--- src/rtl/ibrk_pkg.sv ---
package ibrk_pkg;

    localparam int DATA_W   = 32;
    localparam int COMP_W   = 27;
    localparam int CTRL_OFS = 0;
    localparam int CAP_OFS  = 4;
    localparam int CMP_BASE = 8;

    // Halfword selection carried by each slot
    typedef enum logic [1:0] {
        ACT_NONE = 2'd0,
        ACT_LO   = 2'd1,
        ACT_HI   = 2'd2,
        ACT_BOTH = 2'd3
    } act_e;

    typedef struct packed {
        act_e              act;
        logic [COMP_W-1:0] comp;
        logic              en;
    } slot_cfg_t;

    typedef enum logic {
        UNIT_OFF   = 1'b0,
        UNIT_ARMED = 1'b1
    } unit_state_e;

endpackage

--- src/rtl/ibrk_regs.sv ---
module ibrk_regs
    import ibrk_pkg::*;
#(
    parameter int NUM_CMP = 8,
    parameter int ADDR_W  = 8
) (
    input  logic                     clk,
    input  logic                     rst_n,
    input  logic                     reg_wr,
    input  logic                     reg_rd,
    input  logic [ADDR_W-1:0]        reg_addr,
    input  logic [DATA_W-1:0]        reg_wdata,
    output logic [DATA_W-1:0]        reg_rdata,
    output slot_cfg_t [NUM_CMP-1:0]  slot_cfg,
    output logic                     unit_on
);

    localparam int IDX_W   = (NUM_CMP > 1) ? $clog2(NUM_CMP) : 1;
    localparam int CMP_END = CMP_BASE + 4 * NUM_CMP;

    unit_state_e state_q, state_d;

    logic              hit_ctrl;
    logic              hit_cap;
    logic              hit_slot;
    logic [ADDR_W-1:0] slot_ofs;
    logic [IDX_W-1:0]  slot_idx;

    always_comb begin
        hit_ctrl = (int'(reg_addr) == CTRL_OFS);
        hit_cap  = (int'(reg_addr) == CAP_OFS);
        hit_slot = (int'(reg_addr) >= CMP_BASE) && (int'(reg_addr) < CMP_END)
                   && (reg_addr[1:0] == 2'b00);
        slot_ofs = reg_addr - ADDR_W'(CMP_BASE);
        slot_idx = slot_ofs[IDX_W+1:2];
    end

    // Unit enable state register
    always_ff @(posedge clk) begin
        if (!rst_n) state_q <= UNIT_OFF;
        else        state_q <= state_d;
    end

    // Transitions ARM and DISARM
    always_comb begin
        state_d = state_q;
        unique case (state_q)
            UNIT_OFF:   if (reg_wr && hit_ctrl && reg_wdata[0])  state_d = UNIT_ARMED;
            UNIT_ARMED: if (reg_wr && hit_ctrl && !reg_wdata[0]) state_d = UNIT_OFF;
            default:    state_d = UNIT_OFF;
        endcase
    end

    assign unit_on = (state_q == UNIT_ARMED);

    // Slot registers, one per comparator
    for (genvar g = 0; g < NUM_CMP; g++) begin : g_slot
        always_ff @(posedge clk) begin
            if (!rst_n) begin
                slot_cfg[g] <= '0;
            end else if (reg_wr && hit_slot && (int'(slot_idx) == g)) begin
                slot_cfg[g].act  <= act_e'(reg_wdata[31:30]);
                slot_cfg[g].comp <= reg_wdata[28:2];
                slot_cfg[g].en   <= reg_wdata[0];
            end
        end
    end

    // Read mux
    always_comb begin
        reg_rdata = '0;
        if (reg_rd) begin
            if (hit_ctrl) begin
                reg_rdata[0] = unit_on;
            end else if (hit_slot) begin
                for (int i = 0; i < NUM_CMP; i++) begin
                    if (int'(slot_idx) == i) begin
                        reg_rdata = {slot_cfg[i].act, 1'b0, slot_cfg[i].comp,
                                     1'b0, slot_cfg[i].en};
                    end
                end
            end
        end
    end

    AST_CAP_READS_ZERO: assert property (@(posedge clk) disable iff (!rst_n)
        (reg_rd && hit_cap) |-> (reg_rdata == '0));

    AST_CTRL_UPPER_ZERO: assert property (@(posedge clk) disable iff (!rst_n)
        (reg_rd && hit_ctrl) |-> (reg_rdata[DATA_W-1:1] == '0));

    AST_ARM_ON_WRITE: assert property (@(posedge clk) disable iff (!rst_n)
        (reg_wr && hit_ctrl) |=> (unit_on == $past(reg_wdata[0])));

endmodule

--- src/rtl/ibrk_cmp.sv ---
module ibrk_cmp
    import ibrk_pkg::*;
(
    input  logic        clk,
    input  logic        rst_n,
    input  slot_cfg_t   cfg,
    input  logic        unit_on,
    input  logic [31:2] fetch_word,
    output logic        hit_lo,
    output logic        hit_hi
);

    logic in_code;
    logic addr_eq;
    logic active;
    logic match;

    always_comb begin
        in_code = (fetch_word[31:29] == 3'b000);
        addr_eq = (fetch_word[28:2] == cfg.comp);
        active  = cfg.en && unit_on;
        match   = in_code && addr_eq && active;
    end

    always_comb begin
        hit_lo = 1'b0;
        hit_hi = 1'b0;
        unique case (cfg.act)
            ACT_LO:   hit_lo = match;
            ACT_HI:   hit_hi = match;
            ACT_BOTH: begin hit_lo = match; hit_hi = match; end
            default:  ;
        endcase
    end

    AST_CODE0_SILENT: assert property (@(posedge clk) disable iff (!rst_n)
        (cfg.act == ACT_NONE) |-> (!hit_lo && !hit_hi));

    AST_SLOT_NEEDS_ENABLES: assert property (@(posedge clk) disable iff (!rst_n)
        (!cfg.en || !unit_on) |-> (!hit_lo && !hit_hi));

endmodule

--- src/rtl/ibrk_unit.sv ---
module ibrk_unit
    import ibrk_pkg::*;
#(
    parameter int NUM_CMP = 8,
    parameter int ADDR_W  = 8
) (
    input  logic              clk,
    input  logic              rst_n,
    input  logic              reg_wr,
    input  logic              reg_rd,
    input  logic [ADDR_W-1:0] reg_addr,
    input  logic [31:0]       reg_wdata,
    output logic [31:0]       reg_rdata,
    input  logic              fetch_valid,
    input  logic [31:0]       fetch_addr,
    output logic              brk_lo,
    output logic              brk_hi
);

    slot_cfg_t [NUM_CMP-1:0] slot_cfg;
    logic                    unit_on;
    logic [NUM_CMP-1:0]      lo_vec;
    logic [NUM_CMP-1:0]      hi_vec;
    logic                    unused_byte_ofs;

    assign unused_byte_ofs = ^fetch_addr[1:0];

    ibrk_regs #(.NUM_CMP(NUM_CMP), .ADDR_W(ADDR_W)) i_regs (
        .clk      (clk),
        .rst_n    (rst_n),
        .reg_wr   (reg_wr),
        .reg_rd   (reg_rd),
        .reg_addr (reg_addr),
        .reg_wdata(reg_wdata),
        .reg_rdata(reg_rdata),
        .slot_cfg (slot_cfg),
        .unit_on  (unit_on)
    );

    for (genvar g = 0; g < NUM_CMP; g++) begin : g_cmp
        ibrk_cmp i_cmp (
            .clk       (clk),
            .rst_n     (rst_n),
            .cfg       (slot_cfg[g]),
            .unit_on   (unit_on),
            .fetch_word(fetch_addr[31:2]),
            .hit_lo    (lo_vec[g]),
            .hit_hi    (hi_vec[g])
        );
    end

    // Registered, valid-qualified halfword hits
    always_ff @(posedge clk) begin
        if (!rst_n) begin
            brk_lo <= 1'b0;
            brk_hi <= 1'b0;
        end else begin
            brk_lo <= fetch_valid && (|lo_vec);
            brk_hi <= fetch_valid && (|hi_vec);
        end
    end

    AST_NO_HIT_OUTSIDE_CODE: assert property (@(posedge clk) disable iff (!rst_n)
        (fetch_valid && (fetch_addr[31:29] != 3'b000)) |=> (!brk_lo && !brk_hi));

    AST_NO_HIT_WITHOUT_VALID: assert property (@(posedge clk) disable iff (!rst_n)
        !fetch_valid |=> (!brk_lo && !brk_hi));

    AST_NO_HIT_WHEN_OFF: assert property (@(posedge clk) disable iff (!rst_n)
        !unit_on |=> (!brk_lo && !brk_hi));

endmodule

--- config.mk ---
export PLATFORM = sky130hd
export DESIGN_NAME = ibrk_unit
export DESIGN_NICKNAME = d
export VERILOG_FILES = /design/src/rtl/ibrk_pkg.sv /design/src/rtl/ibrk_regs.sv /design/src/rtl/ibrk_cmp.sv /design/src/rtl/ibrk_unit.sv
export SDC_FILE = /design/constraint.sdc
export NUM_CORES = 1
export LEC_CHECK = 0
export BUFFER_PORTS_ARGS = -buffer_cell sky130_fd_sc_hd__buf_2
export CAP_MARGIN = 20
export CORE_ASPECT_RATIO = 1.1
export CORE_MARGIN = 3
export CORE_UTILIZATION = 35
export DETAILED_ROUTE_END_ITERATION = 6
export GPL_TIMING_DRIVEN = 0
export HOLD_SLACK_MARGIN = 0.06
export PLACE_DENSITY_LB_ADDON = 0.1
export SETUP_SLACK_MARGIN = 0.05
export SYNTH_ARGS = -nofsm -noshare
export SYNTH_HDL_FRONTEND = slang
export SYNTH_SLANG_ARGS = --single-unit
--- constraint.sdc ---
create_clock -name clk -period 2.4 [get_ports clk]
set_clock_uncertainty 0.15 [all_clocks]
set_input_delay 0.12 -clock clk [delete_from_list [all_inputs] [get_ports clk]]
set_output_delay 0.12 -clock clk [all_outputs]
set_load 0.05 [all_outputs]
**Yosys cells after proc, flatten, opt, wreduce, memory -nomap -nowiden**

Index checks and enable logic that the tools add are counted.

- Flip-flop bits (word level): 243
- Input bits: 77
- Output and inout port bits: 34
- Word-level logic and storage cells: 164

- Add/subtract/negate cells: 1
- $lt $le $gt $ge: 2
- Equality and inequality tests: 39
- Muxes and demuxes: 31
- Bitwise gates (word level): 1
- Reductions and logical operators: 63

Operators by type and width:

| kind | number |
|---|---|
| $mux W32 | 10 |
| $eq A27 B27 Y1 | 8 |
| $logic_and A1 B1 Y1 | 40 |
| $eq A2 B2 Y1 const B | 16 |
| $reduce_or A2 Y1 | 16 |
| $mux W31 | 1 |
| $mux W1 | 19 |
| $eq A2 B1 Y1 const B | 8 |
| $reduce_or A8 Y1 | 2 |
| $eq A3 B3 Y1 const B | 4 |
| $ge A8 B4 Y1 const B | 1 |
| $logic_not A8 Y1 | 1 |
| $lt A8 B6 Y1 const B | 1 |
| $eq A3 B2 Y1 const B | 2 |
| $logic_not A3 Y1 | 2 |
| $sub A5 B4 Y5 const B | 1 |
| $eq A3 B1 Y1 const B | 1 |
| $logic_not A2 Y1 | 1 |
| $pmux W1 S2 | 1 |
| $logic_not A1 Y1 | 1 |
| $not A1 Y1 | 1 |

**Logic depth before layout (Yosys ltp)**

Gate-level depths: netlist of run 1.

- Depth in word-level cells: 13
- Depth in mapped cells: 10
- Mapped depth without buffers: 8

**Hierarchy**

From an unflattened synthesis of run 1, not the netlist that was laid out.

- Cell total of the unflattened synthesis: 1673
- Area, all modules: 13421.6 sq um

By module, submodules not included:

| module | instances | cells each | area each (sq um) | seq. area each (sq um) |
|---|---|---|---|---|
| ibrk_regs | 1 | 1224 | 10319.9 | 4824.6 |
| ibrk_cmp | 8 | 55 | 377.9 | 0.0 |
| ibrk_unit | 1 | 9 | 78.8 | 40.0 |

**Worst setup path before layout of run 1**

No wires, ideal clock.

- Path kind: input -> output
- From: input reg_addr[4]
- To: output reg_rdata[25]
- Arrival time: 2547 ps
- Required time: 2130 ps
- Path slack: -417 ps
- Stages on the path: 10
- Path buffers: 2
- Path through: inv_1 ha_1 buf_2 nor3b_2 clkbuf_1 a22o_1 a221o_1 a22oi_1 or2_0 a21oi_1

- Word-level cells in the longest chain between the ends: 13

Ends and longest elaborated chain:

| item | RTL line | source |
|---|---|---|
| start: declaration | ibrk_unit.sv:11 | `input logic [ADDR_W-1:0] reg_addr,` |
| $sub A5 B4 Y5 | ibrk_regs.sv:34 | `slot_ofs = reg_addr - ADDR_W'(CMP_BASE);` |
| $logic_not A3 Y1 | ibrk_regs.sv:77 | `if (int'(slot_idx) == i) begin` |
| $mux W32 (8 in a row) | ibrk_regs.sv:77 |  |
| $mux W32 | ibrk_regs.sv:75 | `end else if (hit_slot) begin` |
| $mux W31 * | ibrk_regs.sv:73 | `if (hit_ctrl) begin` |
| $mux W32 * | ibrk_regs.sv:72 | `if (reg_rd) begin` |
| end: declaration | ibrk_unit.sv:13 | `output logic [31:0] reg_rdata,` |

Every way passes the cells marked *; elsewhere a longest branch is shown, timed or not.

**Worst setup path after layout of run 1**

- From: register, netlist name i_regs.slot_cfg[101]
- To: output reg_rdata[12]

- Word-level cells in the longest chain between the ends: 8

Ends and longest elaborated chain:

| item | RTL line |
|---|---|
| $mux W32 (5 in a row) | ibrk_regs.sv:77 |
| $mux W32 | ibrk_regs.sv:75 |
| $mux W31 | ibrk_regs.sv:73 |
| $mux W32 | ibrk_regs.sv:72 |

No other way between the ends.

==> impl_results.md, run 1 <==
- Outcome: complete, but fails checks
- Failing checks: design-rule violations, negative setup slack
- Register area share after synthesis: 34.9%
- Placement Cell Area: roughly 15000 µm²
- Internal Pwr Total: 7.57 mW
- Overall global routing resource usage: between 30 and 40%
- Net switching power of the design: about 2.9 mW
- Worst hold path class: in -> reg
- Hold violation total from the final report: 0
- Relative contribution of the clock network to total power: 48.3%
- Top post-synthesis cells by area: dfxtp_1 35%, nand2_1 15%, a21boi_1 13%, xnor2_1 8.4%, xor2_1 4.5%
- Met2 wire length: 35100 µm
- Share of power burned in registers: 38.7%
- Port Buffer Count: 45
- Flop2flop setup slack: -0.08 ns
- Maximum frequency from static timing analysis: 0.388 GHz
- P per Cell Area: 598 nW/µm²
- Number of placement rows: 76
- Startpoint-to-endpoint class of the critical path: reg -> out
- Worst reg2reg startpoint: i_regs.slot_cfg[39]
- Clk buf depth: 3
- Relative slew margins: 24.4%
- Arrival time reported for the critical path endpoint: 2.31 ns
- Met3 wire len: 7130 µm
- Yosys top cell by area: dfxtp_1
- Final Core Density: between 40% and 50%
- Number of DRC markers in iteration 0: 1529
- Area Growth Syn to Fin: 25.2%
- Final-report max-slew violation count: 0
- Uppermost metal layer occupied by signal nets: met5
- Number of global-route vias before repair: 13494
- Largest stage delay on the critical path: 0.36 ns
- Setup crit end kind: primary output
- Initial DRT Pass Iterations: 7
- Insertion delay to the later sink of the worst-skew pair: 0.58 ns
- Synth top area share: 34.9%
- Worst setup slack after layout: -0.178 ns
- Synthesized area per cell: about 8 µm²
- Number of placed I/O pins: 111
- TritonCTS buffer count: 30
- DIE AREA: 42200 µm²
- Power share of the combinational group: 13.0%
- Clock root buffer: clkbuf_16
- Least-Margin Pin Slew: 1.13 ns
- EDFF count, synth: 0
- Ys flop type: dfxtp_1
- Residual overflow from global routing: 0
- Portion of the clock cycle consumed by the worst path in the final layout: 107%
- Clk slew on worst S/H paths: 0.06 ns
- Most instantiated cells after synthesis: 540 x nand2_1, 243 x dfxtp_1, 240 x a21boi_1
- Wire length after detailed routing: 80700 µm
- Synth Register Bits: 243
- Final number of setup-violating endpoints: 9
- Switch share: 27.3%
- Remaining number of nets flagged by the antenna check after routing: 0
- Via count: 14379
- Min Clock Period, post-route: 2.58 ns
- Final std cell area, no fill: approximately 17000 µm²
- Net count, final: 1976
- Total half-perimeter wirelength after legalization and detailed placement: 59500 µm
- Worst-path fanout max: 2
- Req. time, crit path: 2.13 ns
- CORE AREA: 39300 µm²
- Cell Chain, Critical Path: a22o_1, a221o_1, a222oi_1, o21ai_1, o211a_1, buf_6
- Overall power consumption: 10.4 mW
- Share of async-settable or async-resettable flops after synthesis: 0%
- Kind of cell adding the most delay to the critical path: compound AO/OA/AOI/OAI gates
- TritonCTS sink count: 243
- Pre-CTS WS: -1.45 ns
- CTS tree: built
- Yosys cell types: between 50 and 60
- Hold_sp: rst_n
- Post-Syn Area: 13900 µm²
- Residual DRC count: 1
- Starting utilization of the core area: 35.5%
- Number of violations of the max-capacitance limit: 0
- Detail-routed via count per cell: 5.93
- Number of antenna violations at the first check in global routing: 4
- Met1 wire length: between 30000 and 40000 µm
- Critical path's slowest cell: dfxtp_4
- Instance count of the mapped netlist: 1752
- # H-tree levels: 1
- Diode count: 0
- Leading cell type by number of instances after synthesis: nand2_1
- Yosys synthesis warning count: 0
- Pin count of the biggest net entering global routing: 15
- Leakage power total: 5.98 nW
- Horizontal extent of the die: slightly below 200 µm
- Detail-routed net length per standard cell: 33.3 µm
- Number of standard cells in the final layout excluding fillers: 2426
- Maximum VDD drop: around 520 µV
- Critical Path Start: i_regs.slot_cfg[101]
- Die height: 215 µm
- Unrepaired setup endpoints after global routing: true
- First-pass GRT wire length: 110000 µm
- Proportion of layout cells with a drive suffix above 1: around 18%
- Instance count after placement with tap cells included: 2312
- Category of the worst setup path launch point: flip-flop
- Number of buffers and inverters on the critical path: 1
- Final weighted congestion in routability-driven placement: approximately 1.0
## state kept, by name, indices dropped and copies added, names as in the netlist, named ones only
register	cells
i_regs.slot_cfg	240
brk_hi	1
brk_lo	1
## worst register-to-register path, stage by stage, from the launching register on
cell     delay (ns)
dfxtp_2        0.35
xnor2_4        0.30
nand4_1        0.22
or4_4          0.59
nor4_4         0.37
a22oi_2        0.15
a41oi_2        0.25
## cells in the final DEF, fill, tap and decap left out, types with 12 or more instances in the layout
cell type / instances
buf_6: 26
nand4_1: 37
a221o_1: 16
clkbuf_8: 15
mux4_2: 22
buf_1: 31
dfxtp_1: 218
clkbuf_16: 32
nor4_1: 12
xnor2_1: 119
xnor2_2: 12
inv_1: 13
xor2_1: 71
a22o_1: 18
buf_2: 78
a222oi_1: 17
dfxtp_2: 16
nand2_1: 537
a21oi_2: 18
a22oi_1: 23
clkbuf_1: 44
buf_4: 36
a21boi_1: 240
nor2_1: 29
o21ai_0: 32
dlygate4sd3_1: 35
## final timing paths
kind                                to  cells after the start
setup / recovery         reg_rdata[12]                      6
hold / removal    i_regs.slot_cfg[105]                      3
setup reg to reg                brk_hi                      6
hold reg to reg   i_regs.slot_cfg[169]                      2
## layout make-up
class,instances,area [µm²]
multi-input combinational,1324,8770
clock buffer,45,908
fill,4053,21800
timing repair buffer,115,1050
inverter,15,58.8
clock inverter,8,169
buffer,169,936
tap,507,634
sequential,243,4920
## per-stage QoR
step,setup TNS [ns],hold WS (ns)
after detailed placement,-204.52,0.284
after global routing,-1.32,0.274
after global placement,-211.66,0.288
final,-0.693,0.235
after CTS,-0.587,0.220
after floorplan,0,0.114
## power by group through the flow
| stage | combinational (mW) | clock, mW | sequential, mW |
|---|---|---|---|
| final | 1.35 | 5.03 | 4.04 |
| after global routing | 1.36 | 5.23 | 4.04 |
| after CTS | 1.30 | 5.07 | 4.04 |
| after detailed placement | 1.15 | 0 | 4.14 |
| after global placement | 1.12 | 0 | 4.14 |
| after floorplan | 0.583 | 0 | 4.13 |
## what timing repair did
action	4_1_cts	5_1_grt
buffers inserted	17	13
gates resized for setup	190	58
endpoints found under the hold margin	243	0
pin swaps	37	34
setup endpoints to repair	182	57
cloned	2	0
hold buffers	35	0
## layer usage
metal | vias to the layer above | global-route usage (%)
li1 | 6229 | -
met1 | 7143 | 49.8
met2 | 810 | 57.5
met3 | 195 | 7.79
met4 | 2 | 18.9
met5 | - | 0
## logic make-up after synthesis
family	count (synthesis)	share of synthesized area, %
DFF	243	34.9
adders and majority gates	1	0.0898
AOI/OAI and AO/OA	404	21.7
buffers and inverters	186	5.76
muxes	26	3.84
and+or+nand+nor	686	20.8
xor gates and xnor gates	205	12.9
other	1	0.0269
Note: power is estimated with default switching activity, not from simulation.
==> run 2: changes to the inputs <==
- SYNTH_HIERARCHICAL: default -> 1
- clock period: 2.4 -> 2.1 ns (I/O delays scaled with it)
==> impl_results.md, run 2 <==
- Outcome: complete, but fails checks
- Failing checks: negative setup slack
- TritonCTS buffer count: 28
- Clk slew on worst S/H paths: approximately 0.060 ns
- Detail-routed via count per cell: 6.26
- Startpoint-to-endpoint class of the critical path: reg -> reg
- Commonest cells after routing, fill and taps aside: 260 x o21ai_0, 244 x nand3_1, 156 x dfxtp_1
- Clock root buffer: clkbuf_16
- Register with the most flip-flops: i_regs/slot_cfg
- Final weighted congestion in routability-driven placement: 1.00
- Proportion of layout cells with a drive suffix above 1: between 20% and 30%
- Top post-synthesis cells by area: dfxtp_1 36%, o21ai_0 10%, nand3_1 9.3%, xor2_1 8.4%, mux2i_1 4.0%
- Placement Cell Area: between 10000 and 15000 µm²
- Hold Crit Depth: 3
- Relative contribution of the clock network to total power: 47.5%
- Port Buffer Count: just over 100
- Number of DRC markers in iteration 0: between 1500 and 2000
- Hold violation total from the final report: 0
- CORE AREA: between 30000 and 40000 µm²
- Clk buf depth: 3
- Leading cell type by number of instances after synthesis: o21ai_0
- Yosys top cell by area: dfxtp_1
- Wire length after detailed routing: 77500 µm
- Number of standard cells in the final layout excluding fillers: around 2400
- Worst-path fanout max: 3
- TritonCTS sink count: 243
- Maximum frequency from static timing analysis: 0.427 GHz
- First-pass GRT wire length: 105000 µm
- Net count, final: 1938
- Starting utilization of the core area: 35.8%
- DIE AREA: 40700 µm²
- Die height: 211 µm
- Req. time, crit path: between 2 and 2.5 ns
- Number of placement rows: 74
- Largest register FFs: 240
- Residual DRC count: 0
- Instance count of the mapped netlist: 1673
- Overall global routing resource usage: a little under two fifths
- Synthesized area per cell: 8.02 µm²
- Via count: around 15000
- Net switching power of the design: 3.11 mW
- Worst setup slack after layout: -0.244 ns
- Overall power consumption: around 12 mW
- Maximum VDD drop: 610 µV
- Horizontal extent of the die: 193 µm
- Ys flop type: dfxtp_1
- Internal Pwr Total: around 8.4 mW
- Worst-case reg-to-reg path depth: 6
- P per Cell Area: 657 nW/µm²
- Number of antenna violations at the first check in global routing: 0
- Register area share after synthesis: between 30 and 40%
- # H-tree levels: 1
- EDFF count, synth: 0
- Final number of setup-violating endpoints: 8
- Post-Syn Area: 13400 µm²
- Min Clock Period, post-route: 2.34 ns
- CTS tree: built
- Number of global-route vias before repair: 13827
- Area Growth Syn to Fin: 30.5%
- Biggest registers after layout: i_regs/slot_cfg x240, brk_hi x1, brk_lo x1
- Final-report max-slew violation count: 0
- Pin count of the biggest net entering global routing: 17
- Post-route setup TNS: -0.684 ns
- Number of placed I/O pins: between 100 and 150
- Final std cell area, no fill: 17500 µm²
- Share of async-settable or async-resettable flops after synthesis: 0%
- Most instantiated cells after synthesis: 275 x o21ai_0, 249 x nand3_1, 243 x dfxtp_1
- Unrepaired setup endpoints after global routing: true
- Relative slew margins: between 20% and 30%
- Residual overflow from global routing: 0
- Share of power burned in registers: 40.1%
- Initial DRT Pass Iterations: 7
- Worst hold path class: in -> reg
- Number of violations of the max-capacitance limit: 0
- Portion of the clock cycle consumed by the worst path in the final layout: 112%
- Instance count after placement with tap cells included: ~2300
- Total half-perimeter wirelength after legalization and detailed placement: slightly below 60000 µm
- Insertion delay to the later sink of the worst-skew pair: roughly 0.57 ns
- Leakage power total: 6.69 nW
- Power share of the combinational group: 12.5%
- Setup crit end kind: flip-flop
- Synth Register Bits: 243
- Remaining number of nets flagged by the antenna check after routing: 0
- Switch share: a little over a quarter
- Least-Margin Pin Slew: 1.12 ns
- Yosys cell types: 45
- Most common library cell in the layout ignoring fill and taps: o21ai_0
- Synth top area share: 36.2%
- Detail-routed net length per standard cell: 32.6 µm
- Arrival time reported for the critical path endpoint: 2.65 ns
- Yosys synthesis warning count: 6
- Category of the worst setup path launch point: flip-flop
## run 2: cell count changes in the layout (fill, tap and decap cells not counted), moves of 44 or more
cell      previous run  this run
nand3_1              9       244
xor2_1              71       127
o21ai_0             32       260
nand2_1            537        84
xnor2_1            119         6
mux2i_1              4        48
inv_1               13        88
dfxtp_2             16        76
nand2b_1             2        65
a21boi_1           240         0
dfxtp_1            218       156
## run 2: worst paths after layout
path,slack (ns),endpoint,from
worst min register to register,0.34,i_regs/slot_cfg[63],i_regs/slot_cfg[63]
worst max register to register,-0.24,brk_lo,i_regs/slot_cfg[229]
worst min-delay path,0.08,i_regs/slot_cfg[85],reg_wdata[26]
worst max-delay path,-0.24,brk_lo,i_regs/slot_cfg[229]
## run 2: routing by layer
| metal | vias up | track usage [%] | wire [µm] |
|---|---|---|---|
| li1 | 6393 | - | - |
| met1 | 7394 | 50.3 | 32100 |
| met2 | 905 | 56.7 | 34000 |
| met3 | 173 | 5.90 | 7030 |
| met4 | 0 | 18.8 | 4310 |
| met5 | - | 0 | 0 |
## run 2: what timing repair did
action	CTS	global route
pin swaps	46	33
endpoints found under the setup margin	83	69
gates cloned	2	0
endpoints found under the hold margin	226	0
gates resized for setup	276	131
hold buffers	32	0
setup buffers	15	8
## run 2: area by class of cell
type                       instances  area [µm²]
clock inverter                     9         176
antenna                            1        2.50
inverter                          89         334
multi-input combinational       1219        8520
buffer                           123         757
fill                            3777       20000
clock buffer                      41         841
tap                              494         618
timing repair buffer             157        1260
sequential                       243        5000
## run 2: cells by family after synthesis
family	Yosys count	share of synthesized area (%)
DFF	243	36.2
and+or+nand+nor	550	21.3
AOI/OAI and AO/OA	442	20.2
muxes	89	6.96
buffers and inverters	212	6.47
xor gates and xnor gates	136	8.87
other	1	0.0279
## run 2: critical path: stages, from the launching register on
cell	delay (ns)
dfxtp_1	0.36
xor2_1	0.22
nor4_2	0.45
nand4_1	0.32
nor4_2	0.39
nor4_2	0.10
a21oi_2	0.26
## run 2: power by group through the flow
stage	clock [mW]	sequential (mW)	combinational [mW]
floorplan	0	4.72	0.586
finish	5.46	4.61	1.43
CTS	5.49	4.62	1.34
global placement	0	4.73	1.19
global route	5.69	4.61	1.47
detailed placement	0	4.73	1.19
## run 2: per-stage QoR
stage	utilization [%]	worst slack (ns)	hold slack (ns)
floorplan	-	0.100	0.0952
global placement	39.1	-0.921	0.330
detailed placement	39.1	-0.903	0.337
CTS	45.5	-0.154	0.0735
global route	46.7	-0.231	0.104
finish	46.7	-0.244	0.0789
==> run 3: changes to the inputs <==
- PLACE_DENSITY: default -> 0.53
- PLACE_DENSITY_LB_ADDON: 0.1 -> default
==> impl_results.md, run 3 (synthesized netlist as in run 2, its figures left out) <==
- Min Clock Period, post-route: 2.16 ns
- Req. time, crit path: 2.44 ns
- Switch share: 29.1%
- Clk buf depth: 3
- Register with the most flip-flops: i_regs/slot_cfg
- Number of fillers in the final layout: approximately 3700
- Overall power consumption: 11.2 mW
- Number of antenna violations at the first check in global routing: 2
- Worst-case reg-to-reg path depth: 7
- Number of buffers and inverters on the critical path: 1
- Number of DRC markers in iteration 0: 1928
- Power share of the combinational group: 12.6%
- TritonCTS buffer count: 29
- # H-tree levels: 1
- Net switching power of the design: approximately 3.3 mW
- Pin count of the biggest net entering global routing: 17
- Maximum frequency from static timing analysis: about 0.46 GHz
- Hold_sp: reg_wdata[24]
- Remaining number of nets flagged by the antenna check after routing: 0
- Flop2flop setup slack: -0.06 ns
- Clock root buffer: clkbuf_16
- Largest register FFs: 240
- First-pass GRT wire length: 105000 µm
- Most common library cell in the layout ignoring fill and taps: o21ai_0
- Number of global-route vias before repair: 14008
- Setup crit end kind: flip-flop
- Portion of the clock cycle consumed by the worst path in the final layout: 103%
- Detail-routed net length per standard cell: 32.0 µm
- Largest stage delay on the critical path: 0.39 ns
- Wire length after detailed routing: 76600 µm
- Leakage power total: ~6.8 nW
- Worst reg2reg startpoint: i_regs/slot_cfg[16]
- Unrepaired setup endpoints after global routing: true
- Least-Margin Pin Slew: 1.01 ns
- Insertion delay to the later sink of the worst-skew pair: 0.59 ns
- Final number of setup-violating endpoints: 5
- Worst-path fanout max: 4
- Via count: 14836
- Area Growth Syn to Fin: 31.4%
- Detail-routed via count per cell: 6.20
- Relative slew margins: 32.5%
- Maximum VDD drop: 611 µV
- Net count, final: 1953
- Biggest registers after layout: i_regs/slot_cfg x240, brk_hi x1, brk_lo x1
- Cell Chain, Critical Path: xor2_1, nor3_2, nand4_1, buf_4, nor4_4, nor4_1, a21oi_2
- Final Core Density: between 40% and 50%
- Residual DRC count: 0
- TritonCTS sink count: 243
- Arrival time reported for the critical path endpoint: roughly 2.5 ns
- Internal Pwr Total: 7.97 mW
- CORE AREA: 37500 µm²
- Starting utilization of the core area: a little over a third
- Failing checks: negative setup slack
- DIE AREA: between 40000 and 50000 µm²
- Number of violations of the max-capacitance limit: 0
- Kind of cell adding the most delay to the critical path: simple AND/OR/NAND/NOR gates
- Port Buffer Count: 103
- Worst reg2reg path endpoint: brk_hi
- Share of power burned in registers: 40.7%
- CTS tree: built
- Critical path's slowest cell: nor3_2
- Overall global routing resource usage: about 37%
- Final weighted congestion in routability-driven placement: between 1 and 1.5
- Relative contribution of the clock network to total power: 46.7%
- Clk slew on worst S/H paths: 0.07 ns
- Outcome: complete, but fails checks
- Residual overflow from global routing: 0
- Proportion of layout cells with a drive suffix above 1: 29.5%
- Total half-perimeter wirelength after legalization and detailed placement: 56900 µm
- Final-report max-slew violation count: 0
- Startpoint-to-endpoint class of the critical path: reg -> reg
- Hold Crit Endpoint: i_regs/slot_cfg[113]
- Hold Crit Depth: 3
- Horizontal extent of the die: 193 µm
- Post-route setup TNS: -0.157 ns
- Worst hold path class: in -> reg
- Worst setup slack after layout: -0.0627 ns
- Number of placed I/O pins: 111
- Commonest cells after routing, fill and taps aside: 257 x o21ai_0, 243 x nand3_1, 127 x xor2_1
- P per Cell Area: 638 nW/µm²
- Number of placement rows: 74
- Hold violation total from the final report: 0
- Initial DRT Pass Iterations: 7
- Die height: about 210 µm
- Category of the worst setup path launch point: flip-flop
==> run 3: worst reg2reg max path, cell delays in order (launching register included) <==
cell	delay, ns
dfxtp_4	0.38
xor2_1	0.19
nor3_2	0.39
nand4_1	0.14
buf_4	0.20
nor4_4	0.29
nor4_1	0.11
a21oi_2	0.23
==> run 3: power by group through the flow <==
stage	Clock, mW	Sequential, mW	Combinational (mW)
5_1_grt	5.46	4.57	1.46
2_1_floorplan	0	4.72	0.586
4_1_cts	5.27	4.60	1.33
6_report	5.26	4.58	1.42
3_3_place_gp	0	4.73	1.20
3_5_place_dp	0	4.73	1.20
==> run 3: area by class of cell <==
type	instances	area, µm²	share of cell area (%)
diodes	1	2.50	0.0142
flip-flops and latches	243	5120	29.1
well taps	494	618	3.51
multi-input cells	1219	8520	48.3
inverters	89	334	1.89
repair buffers	172	1370	7.76
plain buffers	122	702	3.98
clock buffers	36	772	4.38
clock inverters	18	191	1.09
==> run 3: stage by stage <==
| step | setup WS [ns] | instance area (µm²) | hold slack [ns] | std cells |
|---|---|---|---|---|
| final | -0.0627 | 17600 | 0.0830 | 2394 |
| after global routing | -0.108 | 17600 | 0.0856 | 2394 |
| after CTS | -0.0679 | 17200 | 0.0626 | 2386 |
| after detailed placement | -0.670 | 14700 | 0.338 | 2271 |
| after global placement | -0.720 | 14700 | 0.328 | 2271 |
| after floorplan | 0.100 | 13500 | 0.0952 | 1674 |
==> run 3: worst max path at each step <==
stage                                    start            end  slack, ns  cells after the start
after floorplan                    reg_addr[1]  reg_rdata[10]        0.1                      6
after global placement     i_regs/slot_cfg[16]         brk_hi      -0.72                      6
after detailed placement   i_regs/slot_cfg[16]         brk_hi      -0.67                      6
after CTS                 i_regs/slot_cfg[108]  reg_rdata[19]      -0.07                      5
after global routing                 flip-flop         brk_lo      -0.11                      7
final                      i_regs/slot_cfg[16]         brk_hi      -0.06                      7
==> run 3: timing repair <==
action	in CTS	in global routing
setup endpoints to repair	96	84
cloned	1	0
buffers inserted	31	9
gates resized for setup	323	143
pin swaps	45	42
hold buffers	29	0
endpoints found under the hold margin	189	0
==> run 3: metal layers <==
metal | up-vias | GRT usage [%] | wire length, µm
met2 | 892 | 56.5 | 33400
met4 | 0 | 23.5 | 6080
met5 | - | 0 | 0
li1 | 6446 | - | -
met3 | 236 | 6.67 | 6790
met1 | 7262 | 47.3 | 30400
